==> src/rtl/pix_sim_pkg.sv <==
package pix_sim_pkg;
  localparam int unsigned CH_W_DEF = 8;
  localparam int unsigned TH_W_DEF = 4;
  localparam int unsigned NCH_DEF  = 3;

  typedef enum logic [1:0] {
    POS_REP  = 2'b00,
    POS_R0C1 = 2'b01,
    POS_R1C0 = 2'b10,
    POS_LAST = 2'b11
  } win_pos_e;
endpackage

==> src/rtl/chan_absdiff.sv <==
module chan_absdiff #(
  parameter int unsigned W = 8
) (
  input  logic [W-1:0] a_i,
  input  logic [W-1:0] b_i,
  output logic [W-1:0] abs_o
);
  logic [W:0] diff;
  logic [W:0] neg;

  // one extra bit keeps the sign, so 0-255 cannot wrap
  assign diff  = {1'b0, a_i} - {1'b0, b_i};
  assign neg   = ~diff + 1'b1;
  assign abs_o = diff[W] ? neg[W-1:0] : diff[W-1:0];
endmodule

==> src/rtl/pix_sim_cmp.sv <==
module pix_sim_cmp #(
  parameter int unsigned CH_W = 8,
  parameter int unsigned NCH  = 3,
  parameter int unsigned TH_W = 4,
  localparam int unsigned PIX_W = CH_W * NCH
) (
  input  logic [PIX_W-1:0] pix_i,
  input  logic [PIX_W-1:0] ref_i,
  input  logic [TH_W-1:0]  thresh_i,
  output logic             sim_o
);
  logic [CH_W-1:0] ch_abs [NCH];
  logic [CH_W-1:0] max_abs;

  for (genvar c = 0; c < NCH; c++) begin : g_ch
    chan_absdiff #(.W(CH_W)) u_abs (
      .a_i  (pix_i[c*CH_W +: CH_W]),
      .b_i  (ref_i[c*CH_W +: CH_W]),
      .abs_o(ch_abs[c])
    );
  end

  always_comb begin
    max_abs = '0;
    for (int c = 0; c < NCH; c++) begin
      if (ch_abs[c] > max_abs) max_abs = ch_abs[c];
    end
  end

  assign sim_o = ({{(CH_W){1'b0}}, max_abs} <= {{(CH_W){1'b0}}, {{(CH_W-TH_W){1'b0}}, thresh_i}});
endmodule

==> src/rtl/pix_sim_top.sv <==
module pix_sim_top
  import pix_sim_pkg::*;
#(
  parameter int unsigned CH_W = CH_W_DEF,
  parameter int unsigned TH_W = TH_W_DEF,
  localparam int unsigned PIX_W = CH_W * NCH_DEF
) (
  input  logic             clk_i,
  input  logic             rst_ni,
  input  logic             pix_valid_i,
  output logic             pix_ready_o,
  input  logic [CH_W-1:0]  pix_r_i,
  input  logic [CH_W-1:0]  pix_g_i,
  input  logic [CH_W-1:0]  pix_b_i,
  input  logic             pos_row_i,
  input  logic             pos_col_i,
  input  logic [TH_W-1:0]  thresh_i,
  input  logic             res_ready_i,
  output logic             res_valid_o,
  output logic             similar_o,
  output logic             is_rep_o,
  output logic [PIX_W-1:0] rep_o,
  output logic             win_done_o,
  output logic             win_ok_o
);
  logic [PIX_W-1:0] pix_in;
  logic [PIX_W-1:0] rep_q;
  logic             acc_q;
  logic             accept;
  logic             cmp_sim;
  win_pos_e         pos;

  assign pix_in      = {pix_r_i, pix_g_i, pix_b_i};
  assign pos         = win_pos_e'({pos_row_i, pos_col_i});
  assign pix_ready_o = ~res_valid_o | res_ready_i;
  assign accept      = pix_valid_i & pix_ready_o;

  pix_sim_cmp #(.CH_W(CH_W), .NCH(NCH_DEF), .TH_W(TH_W)) u_cmp (
    .pix_i   (pix_in),
    .ref_i   (rep_q),
    .thresh_i(thresh_i),
    .sim_o   (cmp_sim)
  );

  // representative and window accumulator
  always_ff @(posedge clk_i or negedge rst_ni) begin
    if (!rst_ni) begin
      rep_q <= '0;
      acc_q <= 1'b0;
    end else if (accept) begin
      if (pos == POS_REP) begin
        rep_q <= pix_in;
        acc_q <= 1'b1;
      end else begin
        acc_q <= acc_q & cmp_sim;
      end
    end
  end

  // result register
  always_ff @(posedge clk_i or negedge rst_ni) begin
    if (!rst_ni) begin
      res_valid_o <= 1'b0;
      similar_o   <= 1'b0;
      is_rep_o    <= 1'b0;
      rep_o       <= '0;
      win_done_o  <= 1'b0;
      win_ok_o    <= 1'b0;
    end else if (accept) begin
      res_valid_o <= 1'b1;
      if (pos == POS_REP) begin
        similar_o  <= 1'b1;
        is_rep_o   <= 1'b1;
        rep_o      <= pix_in;
        win_done_o <= 1'b0;
        win_ok_o   <= 1'b0;
      end else begin
        similar_o  <= cmp_sim;
        is_rep_o   <= 1'b0;
        rep_o      <= rep_q;
        win_done_o <= (pos == POS_LAST);
        win_ok_o   <= (pos == POS_LAST) & acc_q & cmp_sim;
      end
    end else if (res_ready_i) begin
      res_valid_o <= 1'b0;
    end
  end
endmodule

==> config.mk <==
export PLATFORM = sky130hd
export DESIGN_NAME = pix_sim_top
export DESIGN_NICKNAME = d
export VERILOG_FILES = /design/src/rtl/pix_sim_pkg.sv /design/src/rtl/chan_absdiff.sv /design/src/rtl/pix_sim_cmp.sv /design/src/rtl/pix_sim_top.sv
export SDC_FILE = /design/constraint.sdc
export NUM_CORES = 1
export LEC_CHECK = 0
export CAP_MARGIN = 40
export CELL_PAD_IN_SITES_DETAIL_PLACEMENT = 0
export CELL_PAD_IN_SITES_GLOBAL_PLACEMENT = 1
export CORE_MARGIN = 4
export CORE_UTILIZATION = 40
export DETAILED_ROUTE_END_ITERATION = 7
export PLACE_DENSITY_LB_ADDON = 0.1
export SLEW_MARGIN = 20
export SYNTH_ARGS = -nofsm -noshare
export SYNTH_HDL_FRONTEND = slang
export SYNTH_SLANG_ARGS = --single-unit
export TNS_END_PERCENT = 20
==> constraint.sdc <==
create_clock -name clk_i -period 16.1 [get_ports clk_i]
set_input_delay 1.61 -clock clk_i [delete_from_list [all_inputs] [get_ports clk_i]]
set_output_delay 1.61 -clock clk_i [all_outputs]
set_load 0.01 [all_outputs]
==> metrics.cfg <==
[grt]
grt_pass1_wl_um = 13300
grt_pass1_vias = 2863
overflow = 0
grt_max_degree = 31
grt_usage_pct = 16.5
antenna_found_initial = 0

[clock_tree]
cts_sinks = 30
h-tree-depth = 2
clockBufferDepth = 2
cts_buffers = 5
clkTransAtPathRegs_ns = 0.08
cts_resized = 0
holdBufCountCts = 0
tritoncts = built
worstSkewPairLatency_ns = 0.29
post_cts_buffers = 0
root_buffer = clkbuf_8

[place]
placedCellCount = 540
hpwlAfterDp_um = 6320
gp_congestion = 0.834
io_buffers = 63

[job]
drv_cap = 0

[layout]
fin_util_pct = 53.4
layout.nets = 529
antenna_cells = 0
drive_gt1_share_pct = 9.42
final_cell_count_no_fill = 548
area_delta_synth_final_pct = 27.3

[pwr]
ir_drop_mv = 0.0990
switchingPower_uw = 464
clkPwrFrac_pct = 10.4
power_density_mw_per_mm2 = 231
internal-power_uw = 503
power.total_uw = 967
p_comb_share_pct = 79.0
p_seq_share_pct = 10.7
netSwitchingFraction_pct = 47.9
p_leak_uw = 0.00191

[logic_synthesis]
synth_top_flop_cell = dfrtp_1
seq_area_frac_synth_pct = 22.8
synth_cell_types = 54
synth_commonest_cells = ha_1, inv_1, nand2_1
synth_top_area_share_pct = 22.8
syn_area_per_cell_um2 = 8.70
ys_async_sr_fraction_pct = 100
synth.most_common_cell = ha_1
synth-seq-cells = 30
yosys_warnings = 0
syn-cell-area_mm2 = 0.00329
synth_nets = 462
synthCells = 378
yosysTopAreaCell = dfrtp_1
synthTopCellsByArea = dfrtp_1, ha_1, mux2_2, xnor2_1, inv_1
synth-edff-count = 0

[route]
postRouteAntennaNets = 0
drc = 0
detail_route.iter0.violations = 79
wl_per_cell_um = 14.1
dr.pass1.iters = 5
vias_per_cell = 5.16
via_count = 2827
wl_um = 7720

[sta]
finalCriticalPeriod_ns = 8.52
worstMarginPinSlew_ns = 0.718
report.final.setup_viol = 0
slew_violations = 0
finClkSkew_ns = 0.00801
finalHoldViolations = 0
slew_headroom_pct = 51.9
setup_tns_ns = 0
rsz0062_at_grt = no
final.period_utilization_pct = 52.9
max_freq_mhz = 117

[die]
chipWidth_um = 98.7
core.rowCount = 32
start_util_pct = 41.9
dieArea_mm2 = 0.00974
core-area_mm2 = 0.00785
ioPinCount = 64
die-height_um = 98.7

[worst_setup_path]
cp_slowest_cell = a31oi_1
cp-end-kind = flip-flop
cp.required_ns = 16.31
crit_top_cell = ha_1
crit_family = compound AO/OA/AOI/OAI gates
cp.arrival_ns = 8.73
crit_path_max_fanout = 13
cp_slowest_stage_delay_ns = 0.51
path_buf_inv = 5
crit_type = in -> reg
cp-start-kind = input port

[run_status]
status = finished clean

[hold_path]
hold_class = reg -> reg

layer usage:
layer | GRT usage, % | vias up | share of wire [%]
met5 | 0 | - | 0
met1 | 22.8 | 1291 | 49
li1 | - | 1470 | -
met3 | 3.40 | 6 | 4.4
met4 | 3.89 | 0 | 0.82
met2 | 26.4 | 60 | 45
worst register-to-register path, delay by kind of cell (launching register included):
kind / cells / cell delay (ns)
XOR/XNOR: 2 / 0.56
flip-flops: 1 / 0.39
buffers and inverters: 3 / 0.41
AND/OR/NAND/NOR: 6 / 0.78
adder cells (fa/ha/maj): 5 / 1.53
AO/OA/AOI/OAI: 16 / 3.36
sequential cells by signal, summed over array words and instances, names as in the netlist:
register and cells:
acc_q 1, is_rep_o 1, rep_o 24, res_valid_o 1
similar_o 1, win_done_o 1, win_ok_o 1
power by group through the flow:
stage	Clock, µW	Combinational (µW)	Sequential [µW]
final	100	764	103
after global routing	107	865	106
after CTS	103	770	104
after detailed placement	0	764	105
after global placement	0	756	104
after floorplan	0	570	110
layout by cell type, fill, tap and decap left out, drive strengths merged, types with 2 or more instances in the layout:
master / instances
xor2: 10
o21ai: 24
mux2: 21
or3: 5
a21oi: 16
o21a: 7
nand3: 7
inv: 44
clkbuf: 6
buf: 3
xnor2: 20
mux2i: 4
a31oi: 5
nor2b: 9
o41ai: 2
a21o: 4
nor3b: 3
ha: 47
a311o: 2
and3: 2
nor2: 22
o22ai: 4
o31a: 3
clkdlybuf4s50: 63
fa: 3
or2: 5
and2: 2
bufinv: 2
nor3: 5
a211oi: 3
nand2: 31
o21bai: 5
dfrtp: 30
nand2b: 7
o31ai: 4
logic make-up after synthesis:
logic type	after synthesis	synth area share, %
xor gates and xnor gates	31	8.67
and+or+nand+nor	101	14.9
adders and majority gates	50	19.7
muxes	25	8.41
AOI/OAI and AO/OA	91	19.7
buffers and inverters	50	5.74
DFF	30	22.8
cell type report:
class                   instances  area [µm²]
repair buffers                 66         653
multi-input cells             298        2350
well taps                     102         128
clock inverters                 2        60.1
fillers                       771        3660
clock buffers                   6        82.6
inverters                      44         165
flip-flops and latches         30         751
path summary, 6_finish.rpt:
path	slack, ns	start	depth (start not counted)	endpoint
worst max-delay path	7.58	pix_g_i[0]	34	similar_o
max in group asynchronous	14.06	rst_ni	2	rep_o[10]
min in group asynchronous	1.73	rst_ni	2	rep_o[18]
worst min-delay path	0.49	win_done_o	2	win_done_o
worst min register to register	0.49	win_done_o	2	win_done_o
worst max register to register	8.99	rep_o[8]	32	similar_o
per-stage QoR:
step	setup WS, ns	hold WS, ns	area (µm²)
2_1_floorplan	8.25	0.508	3290
3_3_place_gp	7.50	0.469	4050
3_5_place_dp	7.27	0.462	4050
4_1_cts	7.57	0.492	4190
5_1_grt	7.02	0.513	4190
6_report	7.58	0.485	4190
Power figures use the tool's default switching activity.
